===== config.mk =====
export PLATFORM = sky130hd
export DESIGN_NAME = clkpwr_stat_ctrl
export DESIGN_NICKNAME = d
export VERILOG_FILES = /design/src/rtl/clkpwr_pkg.sv /design/src/rtl/clkpwr_w1c_flag.sv /design/src/rtl/clkpwr_lock_loss.sv /design/src/rtl/clkpwr_lpm_reg.sv /design/src/rtl/clkpwr_clk_sel.sv /design/src/rtl/clkpwr_stat_ctrl.sv
export SDC_FILE = /design/constraint.sdc
export NUM_CORES = 1
export LEC_CHECK = 0
export ABC_AREA = 1
export BUFFER_PORTS_ARGS = -buffer_cell sky130_fd_sc_hd__buf_2
export CORE_UTILIZATION = 42
export DETAILED_ROUTE_END_ITERATION = 6
export PLACE_DENSITY = 0.76
export SYNTH_ARGS = -nofsm -noshare
export SYNTH_HDL_FRONTEND = slang
export SYNTH_SLANG_ARGS = --single-unit

===== constraint.sdc =====
create_clock -name clk -period 1 [get_ports clk]
set_input_delay 0.05 -clock clk [delete_from_list [all_inputs] [get_ports clk]]
set_output_delay 0.05 -clock clk [all_outputs]
set_load 0.1 [all_outputs]

===== src/rtl/clkpwr_pkg.sv =====
package clkpwr_pkg;
  localparam int REG_W     = 8;
  localparam int N_FLAGS   = 3;
  localparam int BIT_LOST  = 0;
  localparam int BIT_TEXP  = 1;
  localparam int BIT_TINT  = 2;
  localparam int BIT_TEN   = 3;
  localparam int BIT_CSRC  = 4;
  localparam int MODE_LSB  = 5;
  localparam int MODE_W    = 3;

  typedef enum logic [MODE_W-1:0] {
    LPM_NORMAL = 3'd0,
    LPM_DOZE   = 3'd1,
    LPM_SLEEP  = 3'd2,
    LPM_DEEP   = 3'd3,
    LPM_PDOWN  = 3'd4
  } lpm_e;

  function automatic logic lpm_code_legal(logic [MODE_W-1:0] code);
    return code <= LPM_PDOWN;
  endfunction

  function automatic logic lpm_sw_unlocks(logic [MODE_W-1:0] code);
    return (code == LPM_DEEP) || (code == LPM_PDOWN);
  endfunction
endpackage


===== src/rtl/clkpwr_w1c_flag.sv =====
module clkpwr_w1c_flag #(
  parameter logic RST_VAL = 1'b0
) (
  input  logic clk,
  input  logic rst_n,
  input  logic set_i,
  input  logic clr_i,
  output logic nxt_o,
  output logic q_o
);
  // set has priority so a coincident event is never lost
  assign nxt_o = set_i | (q_o & ~clr_i);

  always_ff @(posedge clk or negedge rst_n) begin
    if (!rst_n) q_o <= RST_VAL;
    else        q_o <= nxt_o;
  end
endmodule


===== src/rtl/clkpwr_lock_loss.sv =====
module clkpwr_lock_loss
  import clkpwr_pkg::*;
(
  input  logic              clk,
  input  logic              rst_n,
  input  logic              pll_locked_i,
  input  logic              sw_relock_i,
  input  logic [MODE_W-1:0] mode_i,
  output logic              loss_o
);
  logic prev_q;

  always_ff @(posedge clk or negedge rst_n) begin
    if (!rst_n) prev_q <= 1'b0;
    else        prev_q <= pll_locked_i;
  end

  logic sw_cause;
  assign sw_cause = sw_relock_i | lpm_sw_unlocks(mode_i);
  assign loss_o   = prev_q & ~pll_locked_i & ~sw_cause;
endmodule


===== src/rtl/clkpwr_lpm_reg.sv =====
module clkpwr_lpm_reg
  import clkpwr_pkg::*;
(
  input  logic              clk,
  input  logic              rst_n,
  input  logic              wr_i,
  input  logic [MODE_W-1:0] code_i,
  input  logic              exit_i,
  output logic [MODE_W-1:0] mode_o
);
  lpm_e mode_q;
  lpm_e mode_d;

  always_comb begin
    mode_d = mode_q;
    if (exit_i)                              mode_d = LPM_NORMAL;
    else if (wr_i && lpm_code_legal(code_i)) mode_d = lpm_e'(code_i);
  end

  always_ff @(posedge clk or negedge rst_n) begin
    if (!rst_n) mode_q <= LPM_NORMAL;
    else        mode_q <= mode_d;
  end

  assign mode_o = mode_q;
endmodule


===== src/rtl/clkpwr_clk_sel.sv =====
module clkpwr_clk_sel (
  input  logic clk,
  input  logic rst_n,
  input  logic wr_i,
  input  logic csrc_wdata_i,
  input  logic tint_nxt_i,
  output logic csrc_o,
  output logic div_sel_low_o
);
  logic csrc_d;
  assign csrc_d = wr_i ? csrc_wdata_i : csrc_o;

  // select computed from next-state values and registered: one flop, no glitch
  always_ff @(posedge clk or negedge rst_n) begin
    if (!rst_n) begin
      csrc_o        <= 1'b0;
      div_sel_low_o <= 1'b0;
    end else begin
      csrc_o        <= csrc_d;
      div_sel_low_o <= csrc_d & ~tint_nxt_i;
    end
  end
endmodule


===== src/rtl/clkpwr_stat_ctrl.sv =====
module clkpwr_stat_ctrl
  import clkpwr_pkg::*;
#(
  parameter int N_TMR_EVT = 4
) (
  input  logic                 clk,
  input  logic                 rst_n,
  input  logic                 wr_en,
  input  logic [REG_W-1:0]     wr_data,
  output logic [REG_W-1:0]     rd_data,
  input  logic                 pll_locked,
  input  logic                 sw_relock,
  input  logic [N_TMR_EVT-1:0] tmr_evt,
  input  logic                 lp_exit,
  output logic                 div_sel_low,
  output logic [MODE_W-1:0]    mode_o,
  output logic                 texp_o
);
  localparam logic [N_FLAGS-1:0] FLAG_RST = 3'b010;

  logic               any_evt;
  logic               lock_loss;
  logic               tmr_en_q;
  logic               csrc_q;
  logic [N_FLAGS-1:0] flag_set;
  logic [N_FLAGS-1:0] flag_clr;
  logic [N_FLAGS-1:0] flag_nxt;
  logic [N_FLAGS-1:0] flag_q;

  assign any_evt = |tmr_evt;

  clkpwr_lock_loss u_lock (
    .clk          (clk),
    .rst_n        (rst_n),
    .pll_locked_i (pll_locked),
    .sw_relock_i  (sw_relock),
    .mode_i       (mode_o),
    .loss_o       (lock_loss)
  );

  assign flag_set[BIT_LOST] = lock_loss;
  assign flag_set[BIT_TEXP] = any_evt & tmr_en_q;
  assign flag_set[BIT_TINT] = any_evt;

  for (genvar i = 0; i < N_FLAGS; i++) begin : g_flag
    assign flag_clr[i] = wr_en & wr_data[i];
    clkpwr_w1c_flag #(.RST_VAL(FLAG_RST[i])) u_flag (
      .clk   (clk),
      .rst_n (rst_n),
      .set_i (flag_set[i]),
      .clr_i (flag_clr[i]),
      .nxt_o (flag_nxt[i]),
      .q_o   (flag_q[i])
    );
  end

  always_ff @(posedge clk or negedge rst_n) begin
    if (!rst_n)     tmr_en_q <= 1'b0;
    else if (wr_en) tmr_en_q <= wr_data[BIT_TEN];
  end

  clkpwr_clk_sel u_sel (
    .clk           (clk),
    .rst_n         (rst_n),
    .wr_i          (wr_en),
    .csrc_wdata_i  (wr_data[BIT_CSRC]),
    .tint_nxt_i    (flag_nxt[BIT_TINT]),
    .csrc_o        (csrc_q),
    .div_sel_low_o (div_sel_low)
  );

  clkpwr_lpm_reg u_lpm (
    .clk    (clk),
    .rst_n  (rst_n),
    .wr_i   (wr_en),
    .code_i (wr_data[MODE_LSB +: MODE_W]),
    .exit_i (lp_exit),
    .mode_o (mode_o)
  );

  assign texp_o  = flag_q[BIT_TEXP];
  assign rd_data = {mode_o, csrc_q, tmr_en_q, flag_q};
endmodule


==> impl_metrics.ini, run 1 <==
[global_route]
busiest_layer = met2
grt_pass1_vias = 492
grt_pass1_wl_mm = 1.883
met1_usage_pct = 20.36
grt_max_degree = 11
use_met2_pct = 34.17
grt-ovfl-total = 0
grt.met3_usage_pct = 3.468
grt_use_total_pct = 18.93
antenna_found_initial = 0

[logic_synthesis]
post-synth-top-count-cell = nand2_1
ys_top_cells_by_area = dfrtp_1, nand2_1, buf_4, nand2_4, dfstp_2
synth_edf_count = 0
ys_types = 17
yosys.area.top_type = dfrtp_1
synth_warnings = 0
syn_nets = 87
synth-seq-area-share_pct = 43.89
yosys-top-cells-count = nand2_1, dfrtp_1, buf_4
syn-cell-area_sq_um = 573.1
synth.top_cell.area_share_pct = 39.30
avgSynthCellArea_sq_um = 8.305
ys_seq_elements = 10
async_flop_share_pct = 100.0
synth_ff_type = dfrtp_1
syn_inst = 69

[clock_network]
insertion_delay_ps = 270
cts_htree_levels = 1
clk_pin_slew_ps = 70
post_cts_resized = 0
cts_root_buf = clkbuf_4
cts_setup_buffers = 0
clockBufferDepth = 2
cts_made_buffers = 3
clock_sinks = 10
cts_tree = built

[critical_path]
path_buf_inv = 1
endpoint_kind = output pin
cp_max_fo = 3
cp_slowest_cell = dfstp_4
crit_arrival_ps = 1090
cpPeakStageDelay_ps = 650
cp_top_family = flip-flops
critical_path_required_ps = 950
reg2reg_to = g_flag[0].u_flag.q_o$_DFF_PN0_
reg2reg_slack_ps = 80
worstSetupPathType = reg2out
crit_chain = buf_12
reg2reg_from = u_lpm.mode_o[1]$_DFFE_PN0P_
reg2reg_depth = 4
start_kind = flop

[pwr]
leakage_nw = 0.4822
sw_frac_of_total_pct = 39.11
irDropWorstVdd_uv = 1065
total_power_mw = 1.438
cell_internal_pwr_mw = 0.8757
power.density_mw_per_mm2 = 1505
p_clk_share_pct = 25.4
seq_power_share_pct = 33.8
pwr-share-comb_pct = 40.8
p_switching_mw = 0.5625

[status]
outcome = finished, violations left
violations = setup timing

[cells_and_area]
nets = 117
antenna-diode-count = 0
area_growth_pct = 66.81
drive_gt1_share_pct = 52.04

[die]
pin_count = 31
die_w_um = 38.94
start_util_pct = 48.31
die-area_sq_mm = 0.001516
num_rows = 12
core_area_sq_mm = 0.001186
fp.dieH_um = 38.94

[route]
viasPerCell = 4.563
dr_total_vias = 511
postRouteAntennaNets = 0
wl_mm = 1.092
drc_errors = 0
first_pass_iters = 3
first_iter_violations = 2
post_drt_wl_per_cell_um = 9.750

[placement]
dp_hpwl_um = 926.4
routabilityCongestion = 0.7329
portBuffers = 30

[min_path]
min_to = g_flag[2].u_flag.q_o$_DFF_PN0_
whs_path_depth = 3
hp-start = tmr_evt[3]
hold_class = in2reg

[sta]
fin_skew_ps = 1.244
tightest_slew_ps = 259.4
setup_viol = 8
fmax_mhz = 875.2
setup_ws_ps = -142.6
rsz0062_at_grt = yes
fin_crit_sh_pct = 114.3
slew_headroom_pct = 82.71
slew_violations = 0
finalHoldViolCount = 0
finalCriticalPeriod_ps = 1143
whs_ps = 24.44

[flow_run]
max_cap_violations = 0
[kinds of logic after synthesis]
family / Yosys count / share of synthesized area (%)
and+or+nand+nor: 37 / 32.09
buffers and inverters: 18 / 19.21
DFF: 10 / 43.89
AOI/OAI and AO/OA: 4 / 4.804
[power groups by stage]
stage | combinational, mW | sequential (mW) | clock [mW]
global placement | 0.573 | 0.493 | 0
CTS | 0.591 | 0.486 | 0.375
floorplan | 0.326 | 0.569 | 0
detailed placement | 0.579 | 0.494 | 0
global route | 0.613 | 0.489 | 0.406
finish | 0.587 | 0.486 | 0.365
[worst max path at each step]
stage,from,to,slack (ps),depth (start not counted)
after floorplan,g_flag[1].u_flag.q_o$_DFF_PN1_,rd_data[1],-50,1
after global placement,u_lpm.mode_o[1]$_DFFE_PN0P_,g_flag[0].u_flag.q_o$_DFF_PN0_,130,4
after detailed placement,u_lpm.mode_o[1]$_DFFE_PN0P_,g_flag[0].u_flag.q_o$_DFF_PN0_,90,4
after CTS,g_flag[1].u_flag.q_o$_DFF_PN1_,rd_data[1],-150,1
after global routing,g_flag[1].u_flag.q_o$_DFF_PN1_,rd_data[1],-180,1
final,g_flag[1].u_flag.q_o$_DFF_PN1_,rd_data[1],-140,1
[cells in the final DEF, fill, tap and decap left out, drive strengths merged]
| cell | netlist | final |
|---|---|---|
| a21oi | 2 | 2 |
| nand4 | 1 | 1 |
| inv | 9 | 9 |
| nor2 | 8 | 8 |
| dfrtp | 9 | 9 |
| nand2 | 22 | 22 |
| o21ai | 2 | 2 |
| dlygate4sd3 | 0 | 4 |
| dfstp | 1 | 1 |
| nand3 | 6 | 6 |
| clkbuf | 0 | 4 |
| buf | 9 | 30 |
[metal layers]
layer / vias to the layer above / routed length [um]
met3: 3 / 44
li1: 264 / -
met5: - / 0
met4: 0 / 14
met2: 17 / 589
met1: 227 / 443
[through the flow]
step	setup TNS (ps)	setup WS (ps)	area, sq um	util, %	instances
finish	-408.8	-142.6	955.9	80.59	112
global route	-692.6	-177.9	955.9	80.59	112
CTS	-465.4	-150.1	955.9	80.59	112
detailed placement	0	90.44	879.6	74.16	104
global placement	0	126.4	879.6	74.16	104
floorplan	-78.38	-47.54	608.1	-	69
[final cells by class]
type	count	area [sq um]
Timing Repair Buffer	34	385.4
Sequential cell	10	266.5
Clock buffer	4	36.28
Multi-Input combinational cell	41	211.5
Tap cell	14	17.52
Inverter	9	38.79
Fill cell	83	230.2
[flip-flops by register name, indices dropped and copies added, names as in the netlist]
signal / count
g_flag.u_flag.q_o: 3
tmr_en_q: 1
u_lock.prev_q: 1
u_lpm.mode_o: 3
u_sel.csrc_o: 1
u_sel.div_sel_low_o: 1
[repair_timing]
action                                 4_1_cts  5_1_grt
endpoints found under the hold margin       13        0
pin swaps                                    0        0
setup endpoints to repair                    8        8
hold buffers                                 4        0
Power figures use the tool's default switching activity.
==> run 2, diff against run 1 <==
CORE_AREA = 2 2 39 41   (was default)
CORE_UTILIZATION = default   (was 42)
DIE_AREA = 0 0 41 43   (was default)
GPL_TIMING_DRIVEN = 0   (was default)
PLACE_DENSITY = 0.77   (was 0.76)
clock period = 1.4 ns   (was 1 ns; I/O delays follow)
==> impl_metrics.ini, run 2 (synthesis results as in run 1) <==
[route]
post_drt_wl_per_cell_um = 9.283
wl_mm = 1.114
first_pass_iters = 2
first_iter_violations = 5
drc_errors = 0
postRouteAntennaNets = 0
viasPerCell = 4.367
dr_total_vias = 524

[sta]
slew_violations = 0
slew_headroom_pct = 67.77
fmax_mhz = 733.6
finalHoldViolCount = 0
setup_viol = 0
setup_tns_ps = 0
rsz0062_at_grt = no
fin_skew_ps = 6.686
fin_crit_sh_pct = 97.36
finalCriticalPeriod_ps = 1363
tightest_slew_ps = 486.7

[clock_network]
post_cts_resized = 0
cts_root_buf = clkbuf_4
cts_tree = built
insertion_delay_ps = 260
clock_sinks = 10
clk_pin_slew_ps = 60
clockBufferDepth = 2
cts_htree_levels = 1
cts_made_buffers = 3

[cells_and_area]
drive_gt1_share_pct = 54.81
multi_input_area_sq_um = 211.5
nets = 123
final_common_cell = buf_2
area_growth_pct = 37.55
layout_common_cells = buf_2, nand2_1, buf_4
final_cells = 120
seq_area_sq_um = 255.2
antenna-diode-count = 0
fillers = 144

[pwr]
sw_frac_of_total_pct = 42.62
seq_power_share_pct = 37.2
power.density_mw_per_mm2 = 1119
p_clk_share_pct = 22.6
irDropWorstVdd_uv = 507.9
leakage_nw = 0.4502
total_power_mw = 0.8817
pwr-share-comb_pct = 40.3
cell_internal_pwr_mw = 0.5060
p_switching_mw = 0.3757

[min_path]
whs_path_depth = 3
hp-start = wr_data[3]
min_to = tmr_en_q$_DFFE_PN0P_
hold_class = in2reg

[die]
die_w_um = 41
die-area_sq_mm = 0.001763
pin_count = 31
start_util_pct = 41.41
core_area_sq_mm = 0.001384
num_rows = 14
fp.dieH_um = 43

[critical_path]
worstSetupPathType = reg2out
crit_arrival_ps = 1290
cp-startpoint = g_flag[1].u_flag.q_o$_DFF_PN1_
critical_path_required_ps = 1330
cp_max_fo = 3
start_kind = flop
reg2reg_slack_ps = 570
reg2reg_depth = 4
reg2reg_to = g_flag[0].u_flag.q_o$_DFF_PN0_
reg2reg_from = u_lpm.mode_o[2]$_DFFE_PN0P_
endpoint_kind = output pin

[global_route]
grt-ovfl-total = 0
grt_pass1_vias = 476
grt_max_degree = 11
antenna_found_initial = 0
grt_pass1_wl_mm = 1.752
grt_use_total_pct = 15.26

[placement]
portBuffers = 29
dp_hpwl_um = 943.1
dpl.cell_count = 114
routabilityCongestion = 0.7385

[flow_run]
max_cap_violations = 0

[status]
outcome = finished clean
-- run 2: changes by cell type in the layout (fill, tap and decap cells not counted), sizes merged --
cell	previous run	this run
buf	30	38
dlygate4sd3	4	2
-- run 2: per-layer routing --
layer | GRT usage [%] | share of wire, % | wire length (um)
met1 | 14.43 | 39 | 434
met2 | 25.94 | 53 | 586
met3 | 4.712 | 6.4 | 71
met4 | 10.00 | 2.0 | 22
met5 | 0 | 0 | 0
-- run 2: area by class of cell --
cell class,count,area share [%]
clock buffers,4,3.333
well taps,16,2.540
repair buffers,31,20.95
multi-input cells,41,26.83
plain buffers,9,9.048
flip-flops and latches,10,32.38
inverters,9,4.921
-- run 2: worst max-delay path, cell delays in order (launching register included) --
cell     delay [ps]
dfstp_2         540
buf_4           100
buf_2           410
-- run 2: power by group through the flow --
stage                     logic, mW  clock network (mW)  registers (mW)
after floorplan               0.221                   0           0.397
after global placement        0.348                   0           0.331
after detailed placement      0.353                   0           0.333
after CTS                     0.358               0.204           0.328
after global routing          0.375               0.214           0.330
final                         0.355               0.199           0.328
-- run 2: how the worst max path moves through the flow --
stage	end	slack, ps	depth (start not counted)
floorplan	rd_data[1]	100	1
global placement	rd_data[1]	320	2
detailed placement	rd_data[1]	310	2
CTS	rd_data[1]	30	2
global route	rd_data[1]	6	2
finish	rd_data[1]	40	2
-- run 2: what timing repair did --
action | 4_1_cts | 5_1_grt
buffers inserted | 0 | 0
endpoints found under the hold margin | 11 | 0
setup endpoints to repair | 0 | 0
hold buffers | 2 | 0
-- run 2: metrics by stage --
step	hold slack (ps)	setup WS [ps]	cell area, sq um	utilization [%]
finish	24.65	36.95	788.3	56.96
global placement	-63.94	320.0	742.0	53.62
CTS	23.39	29.36	788.3	56.96
floorplan	-225.6	103.5	576.8	-
global route	47.37	5.898	788.3	56.96
detailed placement	-64.85	308.6	742.0	53.62
==> run 3, diff against run 2 <==
CORE_AREA = default   (was 2 2 39 41)
CORE_UTILIZATION = 42   (was default)
DIE_AREA = default   (was 0 0 41 43)
PLACE_DENSITY = 0.76   (was 0.77)
clock period = 1.5 ns   (was 1.4 ns; I/O delays follow)
==> impl_metrics.ini, run 3 (synthesis results as in run 1) <==
[sta]
setup_viol = 0
fmax_mhz = 735.1
finalCriticalPeriod_ps = 1360
tightest_slew_ps = 488.0
setup_tns_ps = 0
rsz0062_at_grt = no
slew_violations = 0
fin_crit_sh_pct = 90.69
fin_skew_ps = 0.1935
slew_headroom_pct = 67.69
finalHoldViolCount = 0
setup_ws_ps = 139.6

[placement]
portBuffers = 29
dp_hpwl_um = 816
routabilityCongestion = 0.7029
pre_cts_slack_ps = 409.4

[global_route]
antenna_found_initial = 0
grt_max_degree = 11
grt_pass1_wl_mm = 1.511
grt_use_total_pct = 15.03
grt-ovfl-total = 0
grt_pass1_vias = 403

[route]
dr_total_vias = 494
first_iter_violations = 3
viasPerCell = 4.186
wl_um = 992
drc_errors = 0
first_pass_iters = 2
post_drt_wl_per_cell_um = 8.407
postRouteAntennaNets = 0

[critical_path]
cp_max_fo = 3
path_buf_inv = 2
crit_chain = buf_4 > buf_2
crit_arrival_ps = 1290
cpPeakStageDelay_ps = 530
worstSetupPathType = reg2out
start_kind = flop
endpoint_kind = output pin
cp_slowest_cell = dfstp_2
cp_top_family = flip-flops
reg2reg_slack_ps = 690
critical_path_required_ps = 1420

[clock_network]
cts_tree = built
clockBufferDepth = 2
cts_htree_levels = 1
cts_root_buf = clkbuf_4
clk_pin_slew_ps = 60
cts_made_buffers = 3
clock_sinks = 10
insertion_delay_ps = 250
cts_setup_buffers = 0

[pwr]
p_clk_share_pct = 22.8
pwr-share-comb_pct = 40.2
cell_internal_pwr_mw = 0.4710
power.density_mw_per_mm2 = 1051
leakage_nw = 0.4547
irDropWorstVdd_uv = 624.3
sw_frac_of_total_pct = 42.68
seq_power_share_pct = 36.9
p_switching_mw = 0.3508

[cells_and_area]
final_common_cell = buf_2
layout_common_cells = buf_2, nand2_1, dfrtp_1
area_growth_pct = 36.46
drive_gt1_share_pct = 51.92
nets = 123
antenna-diode-count = 0

[die]
pin_count = 31
die_w_um = 38.94
num_rows = 12
start_util_pct = 48.31
die-area_sq_mm = 0.001516
core_area_sq_mm = 0.001186
fp.dieH_um = 38.94

[status]
outcome = finished clean

[flow_run]
max_cap_violations = 0

[min_path]
hold_class = in2reg
-- run 3: cell types whose count changed in the layout (fill, tap and decap cells not counted) --
cell and change:
dfrtp_1 +3, dfrtp_2 -3
-- run 3: power by group through the flow --
stage	clock, mW	combinational (mW)	sequential [mW]
after floorplan	0	0.207	0.370
after global placement	0	0.325	0.308
after detailed placement	0	0.328	0.309
after CTS	0.194	0.332	0.304
after global routing	0.209	0.348	0.305
final	0.188	0.331	0.304
-- run 3: worst register-to-register path, cell delays in order (launching register included) --
cell     delay [ps]
dfrtp_1         420
nor2_1          120
nand2_1          50
nand3_1          70
nand2_1          50
-- run 3: worst paths after layout --
path,start,to,cells past startpoint
min,wr_data[3],tmr_en_q$_DFFE_PN0P_,3
max reg2reg,u_lpm.mode_o[0]$_DFFE_PN0P_,g_flag[0].u_flag.q_o$_DFF_PN0_,4
min reg2reg,g_flag[1].u_flag.q_o$_DFF_PN1_,g_flag[1].u_flag.q_o$_DFF_PN1_,2
max in group asynchronous,rst_n,g_flag[1].u_flag.q_o$_DFF_PN1_,2
max,g_flag[1].u_flag.q_o$_DFF_PN1_,rd_data[1],2
min in group asynchronous,rst_n,u_lpm.mode_o[1]$_DFFE_PN0P_,2
-- run 3: metal layers --
| layer | global-route usage [%] | part of all wire (%) | vias to the layer above | wire length, um |
|---|---|---|---|---|
| li1 | - | - | 274 | - |
| met1 | 17.39 | 44 | 204 | 440 |
| met2 | 25.42 | 51 | 16 | 510 |
| met3 | 1.734 | 4.1 | 0 | 41 |
| met4 | 10.34 | 0 | 0 | 0 |
| met5 | 0 | 0 | - | 0 |
-- run 3: area by class of cell --
cell class	instances	area (sq um)
fillers	107	404.1
clock buffers	4	26.28
inverters	9	38.79
multi-input cells	41	211.5
plain buffers	9	71.32
well taps	14	17.52
flip-flops and latches	10	251.5
repair buffers	31	165.2
-- run 3: through the flow --
step / utilization, % / cells / power, mW / hold slack (ps) / area (sq um)
6_report: 65.93 / 118 / 0.8218 / 18.54 / 782.0
5_1_grt: 65.93 / 118 / 0.8621 / 32.37 / 782.0
4_1_cts: 65.93 / 118 / 0.8304 / 12.97 / 782.0
3_5_place_dp: 62.03 / 112 / 0.6367 / -55.99 / 735.7
3_3_place_gp: 62.03 / 112 / 0.6333 / -57.45 / 735.7
2_1_floorplan: - / 69 / 0.5766 / -220.6 / 573.1
-- run 3: timing repair --
item | 4_1_cts | 5_1_grt
endpoints found under the hold margin | 11 | 0
hold buffers | 2 | 0
gates resized for setup | 0 | 0
